--- src/rtl/rtc_irq_pkg.sv ---
package rtc_irq_pkg;
  localparam int NFLAG = 4;
  localparam int FLG_PER = 0;
  localparam int FLG_ALM = 1;
  localparam int FLG_OVF = 2;
  localparam int FLG_CMP = 3;

  localparam int CTL_MODE = 0;
  localparam int CTL_ALM  = 1;
  localparam int CTL_OVF  = 2;
  localparam int CTL_CMP  = 3;
  localparam int CTL_W    = 4;

  typedef enum logic {MODE_CLOCK = 1'b0, MODE_CMT = 1'b1} mode_e;
endpackage

--- src/rtl/rtc_irq_cfg.sv ---
module rtc_irq_cfg
  import rtc_irq_pkg::*;
#(
  parameter int NPER = 8,
  parameter int AW   = 2,
  parameter int DW   = 8
) (
  input  logic            clk,
  input  logic            rst_n,
  input  logic            run,
  input  logic            wr_en,
  input  logic [AW-1:0]   wr_addr,
  input  logic [DW-1:0]   wr_data,
  output logic [NPER-1:0] per_en,
  output mode_e           mode,
  output logic            alm_en,
  output logic            ovf_en,
  output logic            cmp_en,
  output logic [NFLAG-1:0] clr_mask
);
  localparam logic [AW-1:0] ADDR_PER = AW'(0);
  localparam logic [AW-1:0] ADDR_CTL = AW'(1);
  localparam logic [AW-1:0] ADDR_CLR = AW'(2);

  logic [CTL_W-1:0] ctl_q;
  logic             cfg_wr_ok;

  assign cfg_wr_ok = wr_en && !run;

  always_ff @(posedge clk) begin
    if (!rst_n) begin
      per_en <= '0;
      ctl_q  <= '0;
    end else if (cfg_wr_ok) begin
      if (wr_addr == ADDR_PER) per_en <= wr_data[NPER-1:0];
      if (wr_addr == ADDR_CTL) ctl_q  <= wr_data[CTL_W-1:0];
    end
  end

  assign mode     = mode_e'(ctl_q[CTL_MODE]);
  assign alm_en   = ctl_q[CTL_ALM];
  assign ovf_en   = ctl_q[CTL_OVF];
  assign cmp_en   = ctl_q[CTL_CMP];
  assign clr_mask = (wr_en && wr_addr == ADDR_CLR) ? wr_data[NFLAG-1:0] : '0;

  // configuration is frozen while counting
  assert_locked_cfg_R8: assert property (@(posedge clk) disable iff (!rst_n)
    (wr_en && run) |=> ($stable(per_en) && $stable(ctl_q)));
endmodule

--- src/rtl/rtc_alarm_cmp.sv ---
module rtc_alarm_cmp #(
  parameter int MIN_W  = 7,
  parameter int HOUR_W = 6,
  parameter int WDAY_W = 3
) (
  input  logic              clk,
  input  logic              rst_n,
  input  logic [MIN_W-1:0]  cur_min,
  input  logic [HOUR_W-1:0] cur_hour,
  input  logic [WDAY_W-1:0] cur_wday,
  input  logic [MIN_W-1:0]  alm_min,
  input  logic [HOUR_W-1:0] alm_hour,
  input  logic [WDAY_W-1:0] alm_wday,
  input  logic [2:0]        fld_en,
  output logic              fire
);
  localparam int NFLD = 3;

  logic [NFLD-1:0] fld_eq;
  logic [NFLD-1:0] fld_ok;
  logic            match;
  logic            match_q;

  assign fld_eq[0] = (cur_min  == alm_min);
  assign fld_eq[1] = (cur_hour == alm_hour);
  assign fld_eq[2] = (cur_wday == alm_wday);

  for (genvar f = 0; f < NFLD; f++) begin : g_fld
    assign fld_ok[f] = !fld_en[f] || fld_eq[f];
  end

  assign match = (|fld_en) && (&fld_ok);

  always_ff @(posedge clk) begin
    if (!rst_n) match_q <= 1'b1;
    else        match_q <= match;
  end

  assign fire = match && !match_q;

  // one fire per match interval
  assert_single_fire_R4: assert property (@(posedge clk) disable iff (!rst_n)
    fire |=> !fire);
endmodule

--- src/rtl/rtc_irq_flags.sv ---
module rtc_irq_flags
  import rtc_irq_pkg::*;
#(
  parameter int NPER = 8
) (
  input  logic             clk,
  input  logic             rst_n,
  input  logic             run,
  input  mode_e            mode,
  input  logic [NPER-1:0]  per_strobe,
  input  logic [NPER-1:0]  per_en,
  input  logic             alm_fire,
  input  logic             alm_en,
  input  logic             tmr_ovf,
  input  logic             ovf_en,
  input  logic             tmr_cmp,
  input  logic             cmp_en,
  input  logic [NFLAG-1:0] clr_mask,
  output logic [NFLAG-1:0] flags,
  output logic             irq
);
  logic             clk_mode;
  logic             cmt_mode;
  logic [NFLAG-1:0] set_vec;
  logic [NFLAG-1:0] en_vec;
  logic [NFLAG-1:0] act_vec;

  assign clk_mode = (mode == MODE_CLOCK);
  assign cmt_mode = (mode == MODE_CMT);

  assign set_vec[FLG_PER] = run && clk_mode && |(per_strobe & per_en);
  assign set_vec[FLG_ALM] = run && clk_mode && alm_fire;
  assign set_vec[FLG_OVF] = run && cmt_mode && tmr_ovf;
  assign set_vec[FLG_CMP] = run && cmt_mode && tmr_cmp;

  assign en_vec[FLG_PER]  = |per_en;
  assign en_vec[FLG_ALM]  = alm_en;
  assign en_vec[FLG_OVF]  = ovf_en;
  assign en_vec[FLG_CMP]  = cmp_en;

  assign act_vec[FLG_PER] = clk_mode;
  assign act_vec[FLG_ALM] = clk_mode;
  assign act_vec[FLG_OVF] = cmt_mode;
  assign act_vec[FLG_CMP] = cmt_mode;

  for (genvar i = 0; i < NFLAG; i++) begin : g_flag
    always_ff @(posedge clk) begin
      if (!rst_n) flags[i] <= 1'b0;
      else        flags[i] <= (flags[i] && !clr_mask[i]) || set_vec[i];
    end

    // a set in the same cycle as a clear wins
    assert_set_wins_R9: assert property (@(posedge clk) disable iff (!rst_n)
      set_vec[i] |=> flags[i]);
  end

  assign irq = |(flags & en_vec & act_vec);

  // a request always has a flag behind it
  assert_irq_has_flag_R7: assert property (@(posedge clk) disable iff (!rst_n)
    irq |-> (|flags));
endmodule

--- src/rtl/rtc_irq_unit.sv ---
module rtc_irq_unit
  import rtc_irq_pkg::*;
#(
  parameter int NPER   = 8,
  parameter int MIN_W  = 7,
  parameter int HOUR_W = 6,
  parameter int WDAY_W = 3,
  parameter int AW     = 2,
  parameter int DW     = 8
) (
  input  logic              clk,
  input  logic              rst_n,
  input  logic              run,
  input  logic [NPER-1:0]   per_strobe,
  input  logic              tmr_ovf,
  input  logic              tmr_cmp,
  input  logic [MIN_W-1:0]  cur_min,
  input  logic [HOUR_W-1:0] cur_hour,
  input  logic [WDAY_W-1:0] cur_wday,
  input  logic [MIN_W-1:0]  alm_min,
  input  logic [HOUR_W-1:0] alm_hour,
  input  logic [WDAY_W-1:0] alm_wday,
  input  logic [2:0]        alm_fld_en,
  input  logic              wr_en,
  input  logic [AW-1:0]     wr_addr,
  input  logic [DW-1:0]     wr_data,
  output logic [3:0]        flags,
  output logic              irq
);
  logic [NPER-1:0]  per_en;
  mode_e            mode;
  logic             alm_en, ovf_en, cmp_en;
  logic [NFLAG-1:0] clr_mask;
  logic             alm_fire;

  rtc_irq_cfg #(.NPER(NPER), .AW(AW), .DW(DW)) u_cfg (
    .clk(clk), .rst_n(rst_n), .run(run),
    .wr_en(wr_en), .wr_addr(wr_addr), .wr_data(wr_data),
    .per_en(per_en), .mode(mode), .alm_en(alm_en),
    .ovf_en(ovf_en), .cmp_en(cmp_en), .clr_mask(clr_mask)
  );

  rtc_alarm_cmp #(.MIN_W(MIN_W), .HOUR_W(HOUR_W), .WDAY_W(WDAY_W)) u_alarm (
    .clk(clk), .rst_n(rst_n),
    .cur_min(cur_min), .cur_hour(cur_hour), .cur_wday(cur_wday),
    .alm_min(alm_min), .alm_hour(alm_hour), .alm_wday(alm_wday),
    .fld_en(alm_fld_en), .fire(alm_fire)
  );

  rtc_irq_flags #(.NPER(NPER)) u_flags (
    .clk(clk), .rst_n(rst_n), .run(run), .mode(mode),
    .per_strobe(per_strobe), .per_en(per_en),
    .alm_fire(alm_fire), .alm_en(alm_en),
    .tmr_ovf(tmr_ovf), .ovf_en(ovf_en),
    .tmr_cmp(tmr_cmp), .cmp_en(cmp_en),
    .clr_mask(clr_mask), .flags(flags), .irq(irq)
  );

  // an alarm flag needs at least one participating field
  assert_alarm_needs_field_R3: assert property (@(posedge clk) disable iff (!rst_n)
    $rose(flags[FLG_ALM]) |-> $past(|alm_fld_en));

  // compare-match flags only rise in compare-match mode with run high
  assert_cmt_mode_only_R6: assert property (@(posedge clk) disable iff (!rst_n)
    ($rose(flags[FLG_OVF]) || $rose(flags[FLG_CMP])) |-> ($past(mode) == MODE_CMT && $past(run)));

  // clock-mode flags only rise in clock mode with run high
  assert_clk_mode_only_R6: assert property (@(posedge clk) disable iff (!rst_n)
    ($rose(flags[FLG_PER]) || $rose(flags[FLG_ALM])) |-> ($past(mode) == MODE_CLOCK && $past(run)));
endmodule

--- config.mk ---
export PLATFORM = sky130hd
export DESIGN_NAME = rtc_irq_unit
export DESIGN_NICKNAME = d
export VERILOG_FILES = /design/src/rtl/rtc_irq_pkg.sv /design/src/rtl/rtc_irq_cfg.sv /design/src/rtl/rtc_alarm_cmp.sv /design/src/rtl/rtc_irq_flags.sv /design/src/rtl/rtc_irq_unit.sv
export SDC_FILE = /design/constraint.sdc
export NUM_CORES = 1
export LEC_CHECK = 0
export ABC_AREA = 1
export BUFFER_PORTS_ARGS = -buffer_cell sky130_fd_sc_hd__buf_4
export CAP_MARGIN = 20
export CORE_MARGIN = 3
export CORE_UTILIZATION = 43
export CTS_CLUSTER_SIZE = 24
export DETAILED_ROUTE_END_ITERATION = 10
export GPL_TIMING_DRIVEN = 0
export PLACE_DENSITY = 0.82
export SLEW_MARGIN = 20
export SYNTH_ARGS = -nofsm -noshare
export SYNTH_HDL_FRONTEND = slang
export SYNTH_SLANG_ARGS = --single-unit
--- constraint.sdc ---
create_clock -name clk -period 1.2 [get_ports clk]
set_input_delay 0.36 -clock clk [delete_from_list [all_inputs] [get_ports clk]]
set_output_delay 0.36 -clock clk [all_outputs]
set_load 0.01 [all_outputs]
==> summary.txt, run 1 <==
Worst setup path
  • Largest delay contributor family on the critical path: simple AND/OR/NAND/NOR gates
  • Crit-path cells: nor4_4 > nand2_1 > nand2_1 > a32oi_1 > buf_4
  • WS Path Type: reg -> out
  • Worst-path fanout max: 3
  • CP max-delay cell: dfxtp_2
  • Crit path top cell by count: nand2_1
  • CP Buf/Inv Count: 1
  • CP arrival: 1260 ps
  • Crit path launch type: register
  • Required @ worst endpoint: ~840 ps
  • Endpoint class of the critical path: output pin
  • Slowest Stage Delay on Critical Path: around 350 ps

Clocking
  • H-Tree Level Count: 1
  • Reg clk slew, reported paths: roughly 90 ps
  • Worst skew pair latency: slightly below 300 ps
  • CTS buffer count: 3
  • Clock tree root driver cell: clkbuf_4
  • Max clock buf depth: 2
  • CTS tree: built
  • CTS sink count: 17

Synth
  • Ranking of synthesized cells by area: dfxtp_1 (32%), nand2_1 (19%), inv_1 (11%), a21oi_1 (5.2%), nor2_1 (4.9%)
  • Yosys cell types: 22
  • Prevailing post-synth register cell: dfxtp_1
  • Post-synthesis cell area: about 1100 µm²
  • Sequential share of the synthesized area: 0.319
  • Mapped Cells: 172
  • Async SR Flop Fraction: 0
  • Mapped Nets: between 200 and 250
  • Synth area leader: dfxtp_1
  • Post-synth EDFFs: 0
  • Top-area cell type share of the netlist area: 0.319
  • Flop and latch count out of synthesis: 17
  • Most common library cells after synthesis: nand2_1 (55), inv_1 (30), dfxtp_1 (17)
  • Yosys warnings: 0
  • Syn avg cell area: about 6.2 µm²
  • Most frequent cell after synthesis: nand2_1

Die
  • Site Rows: 17
  • Boundary pin count: 64
  • Die W: 55.8 µm
  • Core area: ~2300 µm²
  • Die footprint: around 3100 µm²
  • Initial Utilization: 0.469
  • DIE HEIGHT: about 56 µm

STA
  • Setup TNS after final layout: -425 ps
  • RSZ-0062 raised after global routing: true
  • Tmin final: about 1600 ps
  • Worst Skew: roughly 5 ps
  • Slew @ Worst Pin: 346 ps
  • Crit share post-route: 1.35
  • Setup violators final: 1
  • Achievable frequency: roughly 620 MHz
  • Slew headroom: 0.769
  • Final-report hold violation count: 0
  • Min Hold Slack: between 200 and 300 ps
  • Max-slew violation count: 0
  • Final worst slack: -425 ps

Pwr
  • Maximum vdd ir drop: around 0.0007 V
  • Leak pwr: approximately 0.90 nW
  • Seq pwr share: 0.484
  • Comb pwr share: 0.274
  • PD cells: between 700 and 800 nW/µm²
  • P_sw: about 0.00033 W
  • Internal power: 0.000915 W
  • Clock group share of total power: 0.242
  • Tot Pwr: 0.00125 W
  • Switching share of power: 0.266

Global routing
  • Largest net degree at the start of global routing: 11
  • Global route overflow: 0
  • First-pass GRT wire length: roughly 4700 µm
  • Initial antenna violation count: 0
  • Total track usage: 0.182
  • Number of global-route vias before repair: ~1.1k

Status
  • Failing checks: negative setup slack
  • Status: finished, violations left

Placed design
  • Detailed Place HPWL: around 2400 µm
  • Final GP Congestion: ~0.8
  • Port Buf Inserts: between 60 and 70
  • Placed instance count: about 260

Routing
  • DR DRC count: 0
  • Initial DRC Count: 46
  • DR vias: 1265
  • Wirelength per Cell: a little over 10 µm
  • Final wirelength: between 2000 and 3000 µm
  • Vias per std cell: between 4 and 5
  • ANT nets after route: 0
  • 1st-pass router iterations: 4

Worst hold path
  • Worst Hold Class: in -> reg

Finish
  • Area grow syn2layout: 53.2%
  • Nets@finish: 300
  • Fillers: 208
  • Util after Layout: 0.719
  • Post-Layout Cell Count: 268
  • # diodes: 0
  • Layout cell share with drive strength beyond 1: 0.350

Run
  • Max-cap violation count: 0
[power by group through the flow]
stage	sequential, W	clock, W	combinational, W
5_1_grt	0.000606	0.000329	0.000384
3_5_place_dp	0.000613	0	0.000335
4_1_cts	0.000600	0.000310	0.000339
2_1_floorplan	0.000611	0	0.000137
6_report	0.000603	0.000301	0.000341
3_3_place_gp	0.000612	0	0.000329
[registers in the layout, indices dropped and copies added, names as in the netlist]
register         cells
u_alarm.match_q      1
u_cfg.ctl_q          4
u_cfg.per_en         8
u_flags.flags        4
[path summary, 6_finish.rpt]
path,cells past startpoint,slack [ps],end,from
max,5,-420,irq,u_cfg.per_en[0]$_SDFFE_PN0P_
min,3,280,u_cfg.per_en[5]$_SDFFE_PN0P_,wr_data[5]
max reg2reg,5,210,u_flags.flags[0]$_SDFF_PN0_,u_cfg.per_en[2]$_SDFFE_PN0P_
min reg2reg,2,500,u_flags.flags[3]$_SDFF_PN0_,u_flags.flags[3]$_SDFF_PN0_
[logic make-up after synthesis]
group                  count (synthesis)  share of synthesized area
flip-flops                            17                      0.319
AND/OR/NAND/NOR                       84                      0.346
XOR/XNOR                               4                     0.0328
buffers and inverters                 34                      0.128
AO/OA/AOI/OAI                         33                      0.175
[layout by cell type (no fill, tap or decap)]
cell type,netlist,routed
o21ai_0,7,7
buf_2,1,1
nor3_4,2,2
nor2_1,14,14
a21oi_1,11,11
clkbuf_1,0,1
buf_4,0,64
nand4_1,3,3
dfxtp_2,0,4
nand2_1,55,55
a21oi_2,2,2
o21bai_1,1,1
xor2_1,1,1
a32oi_1,1,1
nor4_2,0,1
buf_6,1,1
o21ai_1,9,9
inv_1,30,30
o21ai_2,2,2
nand3_1,6,6
dfxtp_1,17,13
xnor2_1,3,3
clkbuf_4,0,3
nand2_4,1,1
nor4_4,0,1
inv_2,2,2
nor3_1,1,1
[metal layers]
layer,global-route usage,wire length (µm),part of all wire,vias up
li1,-,-,-,680
met5,0,0,0,-
met2,0.306,1410,0.51,42
met3,0.0487,186,0.067,0
met1,0.233,1180,0.42,543
met4,0.0407,0,0,0
[what timing repair did]
action,CTS,global route
setup buffers,1,0
setup endpoints to repair,1,2
hold buffers,0,0
pin swaps,3,1
gates resized for setup,3,4
endpoints found under the hold margin,0,0
[final cells by class]
| class | instances | area, µm² | share of cell area |
|---|---|---|---|
| buffer | 2 | 16.3 | 0.00995 |
| clock buffer | 4 | 26.3 | 0.0161 |
| inverter | 32 | 120 | 0.0735 |
| multi-input combinational | 121 | 612 | 0.374 |
| sequential | 17 | 345 | 0.211 |
| tap | 28 | 35.0 | 0.0214 |
| timing repair buffer | 64 | 480 | 0.294 |
[worst reg2reg max path: stages (launching register included)]
cell     delay (ps)
dfxtp_2         340
buf_4           140
nand2_1          50
nand4_1         100
o21ai_0         180
a21oi_1          80
[per-stage QoR]
stage          setup WS [ps]  area, µm²
3_5_place_dp            -177       1580
4_1_cts                 -433       1620
5_1_grt                 -486       1640
6_report                -425       1640
3_3_place_gp            -183       1580
2_1_floorplan           79.5       1070
(Power assumes the default switching activity.)
==> inputs of run 2 (changes only) <==
CTS_BUF_LIST = sky130_fd_sc_hd__clkbuf_16   (was unset)
CTS_CLUSTER_DIAMETER = 80   (was unset)
==> summary.txt, run 2 (synthesis results as in run 1) <==
Routing
  • Final wirelength: approximately 3000 µm
  • Wirelength per Cell: between 10 and 15 µm
  • Initial DRC Count: 43
  • DR DRC count: 0
  • ANT nets after route: 0
  • DR vias: between 1k and 1.5k
  • 1st-pass router iterations: 4
  • Vias per std cell: just under 5

Worst setup path
  • Worst-path fanout max: 3
  • Crit-path cells: nor4_4 > nand2_1 > nand2_1 > a32oi_1 > buf_4
  • Crit path launch type: register
  • Endpoint class of the critical path: output pin
  • Slowest Stage Delay on Critical Path: ~360 ps
  • CP max-delay cell: dfxtp_4
  • WS Path Type: reg -> out
  • CP arrival: about 1200 ps
  • Critical Path Source: u_cfg.per_en[3]$_SDFFE_PN0P_
  • Reg2reg setup slack: between 200 and 250 ps
  • CP Buf/Inv Count: 1
  • Largest delay contributor family on the critical path: simple AND/OR/NAND/NOR gates
  • Worst reg2reg startpoint: u_cfg.per_en[2]$_SDFFE_PN0P_
  • Required @ worst endpoint: roughly 840 ps
  • Crit path top cell by count: nand2_1

Finish
  • Nets@finish: between 300 and 400
  • Max reg flops: 8
  • Top flop regs: u_cfg.per_en x8, u_cfg.ctl_q x4, u_flags.flags x4
  • Layout cell share with drive strength beyond 1: 0.349
  • Finished Cell Area: approximately 1700 µm²
  • # diodes: 0
  • Most common cell after layout, fill and taps aside: buf_4
  • Largest Register: u_cfg.per_en
  • Post-Layout Cell Count: 269
  • Most frequent cells in the layout: buf_4 (65), nand2_1 (55), inv_1 (31)
  • Area grow syn2layout: 59.8%

Die
  • Die footprint: between 3000 and 4000 µm²
  • DIE HEIGHT: 55.8 µm
  • Site Rows: 17
  • Die W: ~56 µm
  • Core area: around 2300 µm²
  • Boundary pin count: 64
  • Initial Utilization: 0.469

STA
  • Final-report hold violation count: 0
  • Slew @ Worst Pin: about 360 ps
  • RSZ-0062 raised after global routing: true
  • Setup TNS after final layout: -388 ps
  • Slew headroom: 0.761
  • Setup violators final: 1
  • Crit share post-route: 1.32
  • Min Hold Slack: roughly 340 ps
  • Max-slew violation count: 0
  • Worst Skew: 4.26 ps
  • Final worst slack: -388 ps
  • Achievable frequency: 630 MHz
  • Tmin final: 1590 ps

Global routing
  • Global route overflow: 0
  • Number of global-route vias before repair: around 1.2k
  • Largest net degree at the start of global routing: 11
  • Met1 GRT Util: 0.232
  • Met3 track demand over resource: 0.0464
  • Total track usage: 0.188
  • First-pass GRT wire length: ~4800 µm
  • Initial antenna violation count: 0
  • GRT met2 Usage: 0.328
  • Busiest grt layer: met2

Pwr
  • Maximum vdd ir drop: roughly 0.00093 V
  • PD cells: about 940 nW/µm²
  • Leak pwr: around 0.94 nW

Clocking
  • CTS tree: built
  • Count of hold-fix buffers inserted at cts: 0
  • Reg clk slew, reported paths: approximately 50 ps
  • H-Tree Level Count: 1
  • Worst skew pair latency: between 200 and 300 ps
  • Clock tree root driver cell: clkbuf_16
  • CTS buffer count: 3
  • CTS sink count: 17
  • Max clock buf depth: 2

Run
  • Max-cap violation count: 0

Placed design
  • Port Buf Inserts: 63
  • Detailed Place HPWL: ~2400 µm
  • Final GP Congestion: between 0.8 and 0.9
  • Placed instance count: 263
  • Post-DP Area: 1580 µm²

Status
  • Failing checks: negative setup slack
  • Status: finished, violations left

Worst hold path
  • Worst Hold Class: in -> reg
  • Hold path startpoint: wr_data[5]
-- run 2: cell count changes in the layout (fill, tap and decap cells not counted) --
| cell | delta |
|---|---|
| clkbuf_16 | +3 |
| inv_1 | +1 |
| nor4_2 | -1 |
| dfxtp_4 | +1 |
| clkbuf_1 | -1 |
| dfxtp_2 | -2 |
| buf_4 | +1 |
| clkbuf_4 | -3 |
| dfxtp_1 | +1 |
| nor4_4 | +1 |
-- run 2: worst register-to-register path, stage by stage, from the launching register on --
cell,delay (ps)
dfxtp_2,330
buf_4,140
nand2_1,50
nand4_1,80
o21ai_0,170
a21oi_1,80
-- run 2: worst paths after layout --
kind,end,depth (start not counted)
setup / recovery,irq,5
hold / removal,u_cfg.per_en[5]$_SDFFE_PN0P_,3
setup reg to reg,u_flags.flags[0]$_SDFF_PN0_,5
hold reg to reg,u_flags.flags[3]$_SDFF_PN0_,2
-- run 2: area by class of cell --
class	count	area [µm²]
multi-input cells	121	621
repair buffers	65	488
plain buffers	2	16.3
well taps	28	35.0
flip-flops and latches	17	347
inverters	32	120
fillers	190	571
clock buffers	3	75.1
clock inverters	1	3.75
-- run 2: per-stage QoR --
step,utilization,setup slack [ps],power [W]
4_1_cts,0.733,-370,0.00159
2_1_floorplan,-,79.5,0.000748
3_5_place_dp,0.692,-177,0.000948
5_1_grt,0.749,-436,0.00167
6_report,0.749,-388,0.00160
3_3_place_gp,0.692,-183,0.000941
-- run 2: per-layer routing --
metal  part of all wire  up-vias
li1                   -      679
met1               0.40      573
met2               0.53       44
met3              0.068        2
met4             0.0047        0
met5                  0        -
-- run 2: power breakdown --
part | switching (W) | internal (W)
clock network | 0.000205 | 0.000442
logic | 0.000143 | 0.000204
registers | 0.0000202 | 0.000586
total | 0.000369 | 0.00123
-- run 2: repair_timing --
item	4_1_cts	5_1_grt
endpoints found under the setup margin	1	1
pin swaps	3	3
resized for setup	2	6
buffers inserted	1	1
==> inputs of run 3 (changes only) <==
CORE_UTILIZATION = 44   (was 43)
CTS_BUF_LIST = sky130_fd_sc_hd__clkbuf_8   (was sky130_fd_sc_hd__clkbuf_16)
PLACE_DENSITY = 0.83   (was 0.82)
==> summary.txt, run 3 (synthesis results as in run 1) <==
STA
  • Crit share post-route: 1.35
  • Slew headroom: 0.766
  • RSZ-0062 raised after global routing: true
  • Final worst slack: -423 ps
  • Tmin final: 1620 ps
  • Achievable frequency: around 620 MHz
  • Setup violators final: 1
  • Worst Skew: 1.80 ps
  • Max-slew violation count: 0
  • Min Hold Slack: between 300 and 400 ps
  • Slew @ Worst Pin: 350 ps
  • Final-report hold violation count: 0

Routing
  • Wirelength per Cell: 11.0 µm
  • DR vias: ~1.3k
  • ANT nets after route: 0
  • Final wirelength: 2970 µm
  • Vias per std cell: 4.65
  • DR DRC count: 0
  • 1st-pass router iterations: 4
  • Initial DRC Count: 50

Finish
  • Top flop regs: u_cfg.per_en x8, u_cfg.ctl_q x4, u_flags.flags x4
  • Storage cell area: between 300 and 400 µm²
  • Max reg flops: 8
  • # diodes: 0
  • Most frequent cells in the layout: buf_4 (65), nand2_1 (55), inv_1 (31)
  • Nets@finish: around 300
  • Fillers: 192
  • Most common cell after layout, fill and taps aside: buf_4
  • Area occupied by multi-input gates: about 600 µm²
  • Util after Layout: 0.737
  • Area grow syn2layout: 55.7%
  • Post-Layout Cell Count: ~270
  • Largest Register: u_cfg.per_en
  • Layout cell share with drive strength beyond 1: 0.353

Global routing
  • Number of global-route vias before repair: around 1.2k
  • First-pass GRT wire length: between 4000 and 5000 µm
  • Global route overflow: 0
  • Initial antenna violation count: 0
  • Total track usage: 0.195
  • Largest net degree at the start of global routing: 11

Run
  • Max-cap violation count: 0

Pwr
  • Comb pwr share: 0.255
  • Seq pwr share: 0.446
  • Internal power: between 0.001 and 0.0015 W
  • Switching share of power: 0.253
  • Leak pwr: roughly 0.9 nW
  • Maximum vdd ir drop: just over 0.0008 V
  • P_sw: 0.000344 W
  • PD cells: 817 nW/µm²
  • Clock group share of total power: 0.299

Worst setup path
  • Reg2reg setup slack: 210 ps
  • FF-to-FF path depth: 5
  • RR Endpoint: u_flags.flags[0]$_SDFF_PN0_
  • CP arrival: 1260 ps
  • Crit path launch type: register
  • Worst-path fanout max: 3
  • Endpoint class of the critical path: output pin
  • Worst reg2reg startpoint: u_cfg.per_en[2]$_SDFFE_PN0P_
  • WS Path Type: reg -> out
  • Required @ worst endpoint: approximately 840 ps

Status
  • Status: finished, violations left
  • Failing checks: negative setup slack

Die
  • Site Rows: 17
  • Boundary pin count: 64
  • Die W: between 50 and 60 µm
  • Core area: approximately 2300 µm²
  • Die footprint: between 3000 and 4000 µm²
  • Initial Utilization: 0.473
  • DIE HEIGHT: between 50 and 60 µm

Worst hold path
  • Worst Hold Class: in -> reg
  • Hold path startpoint: wr_data[6]
  • Hold path depth: 3
  • WHS Endpoint: u_cfg.per_en[6]$_SDFFE_PN0P_

Clocking
  • H-Tree Level Count: 1
  • Max clock buf depth: 2
  • CTS sink count: 17
  • Reg clk slew, reported paths: about 60 ps
  • CTS buffer count: 3
  • Clock tree root driver cell: clkbuf_8
  • Worst skew pair latency: 250 ps
  • Count of hold-fix buffers inserted at cts: 0
  • CTS tree: built

Placed design
  • Detailed Place HPWL: around 2500 µm
  • Port Buf Inserts: 63
  • Final GP Congestion: between 0.8 and 0.9
  • Placed instance count: 263
  • Post-Place Setup Slack: -172 ps
-- run 3: final cells by class --
| cell class | instances | share of cell area |
|---|---|---|
| sequential | 17 | 0.208 |
| clock buffer | 3 | 0.0248 |
| inverter | 32 | 0.0723 |
| clock inverter | 1 | 0.00226 |
| timing repair buffer | 65 | 0.294 |
| tap | 28 | 0.0211 |
| multi-input combinational | 121 | 0.368 |
| buffer | 2 | 0.00979 |
-- run 3: what timing repair did --
action	in CTS	in global routing
endpoints found under the setup margin	1	1
resized for setup	5	2
pin swaps	3	1
gates cloned	0	0
setup buffers	2	0
-- run 3: routing by layer --
metal | track usage | part of all wire | wire length (µm)
met3 | 0.0607 | 0.067 | 200
met5 | 0 | 0 | 0
met4 | 0.0521 | 0.0071 | 21
met1 | 0.239 | 0.42 | 1240
met2 | 0.328 | 0.51 | 1500
-- run 3: power groups by stage --
stage / combinational, W / clock (W) / sequential [W]
after floorplan: 0.000137 / 0 / 0.000611
after global placement: 0.000328 / 0 / 0.000612
after detailed placement: 0.000338 / 0 / 0.000613
after CTS: 0.000345 / 0.000413 / 0.000602
after global routing: 0.000392 / 0.000437 / 0.000607
final: 0.000346 / 0.000406 / 0.000606
-- run 3: per-stage QoR --
stage | setup TNS, ps | total power [W] | area, µm²
detailed placement | -520 | 0.000951 | 1580
finish | -423 | 0.00136 | 1660
floorplan | 0 | 0.000748 | 1070
CTS | -378 | 0.00136 | 1650
global route | -475 | 0.00144 | 1660
global placement | -281 | 0.000941 | 1580
-- run 3: worst max-delay path by stage --
stage | startpoint | end | slack [ps] | cells after the start
detailed placement | u_cfg.per_en[7]$_SDFFE_PN0P_ | irq | -170 | 5
global placement | u_cfg.per_en[7]$_SDFFE_PN0P_ | irq | -170 | 5
floorplan | u_cfg.per_en[3]$_SDFFE_PN0P_ | irq | 80 | 4
finish | u_cfg.per_en[0]$_SDFFE_PN0P_ | irq | -420 | 5
CTS | u_cfg.per_en[2]$_SDFFE_PN0P_ | irq | -380 | 5
global route | u_cfg.per_en[0]$_SDFFE_PN0P_ | irq | -470 | 5
-- run 3: critical path, stage by stage (launching register included) --
cell and delay (ps):
dfxtp_2 340, nor4_4 290, nand2_1 90, nand2_1 60, a32oi_1 60, buf_4 170
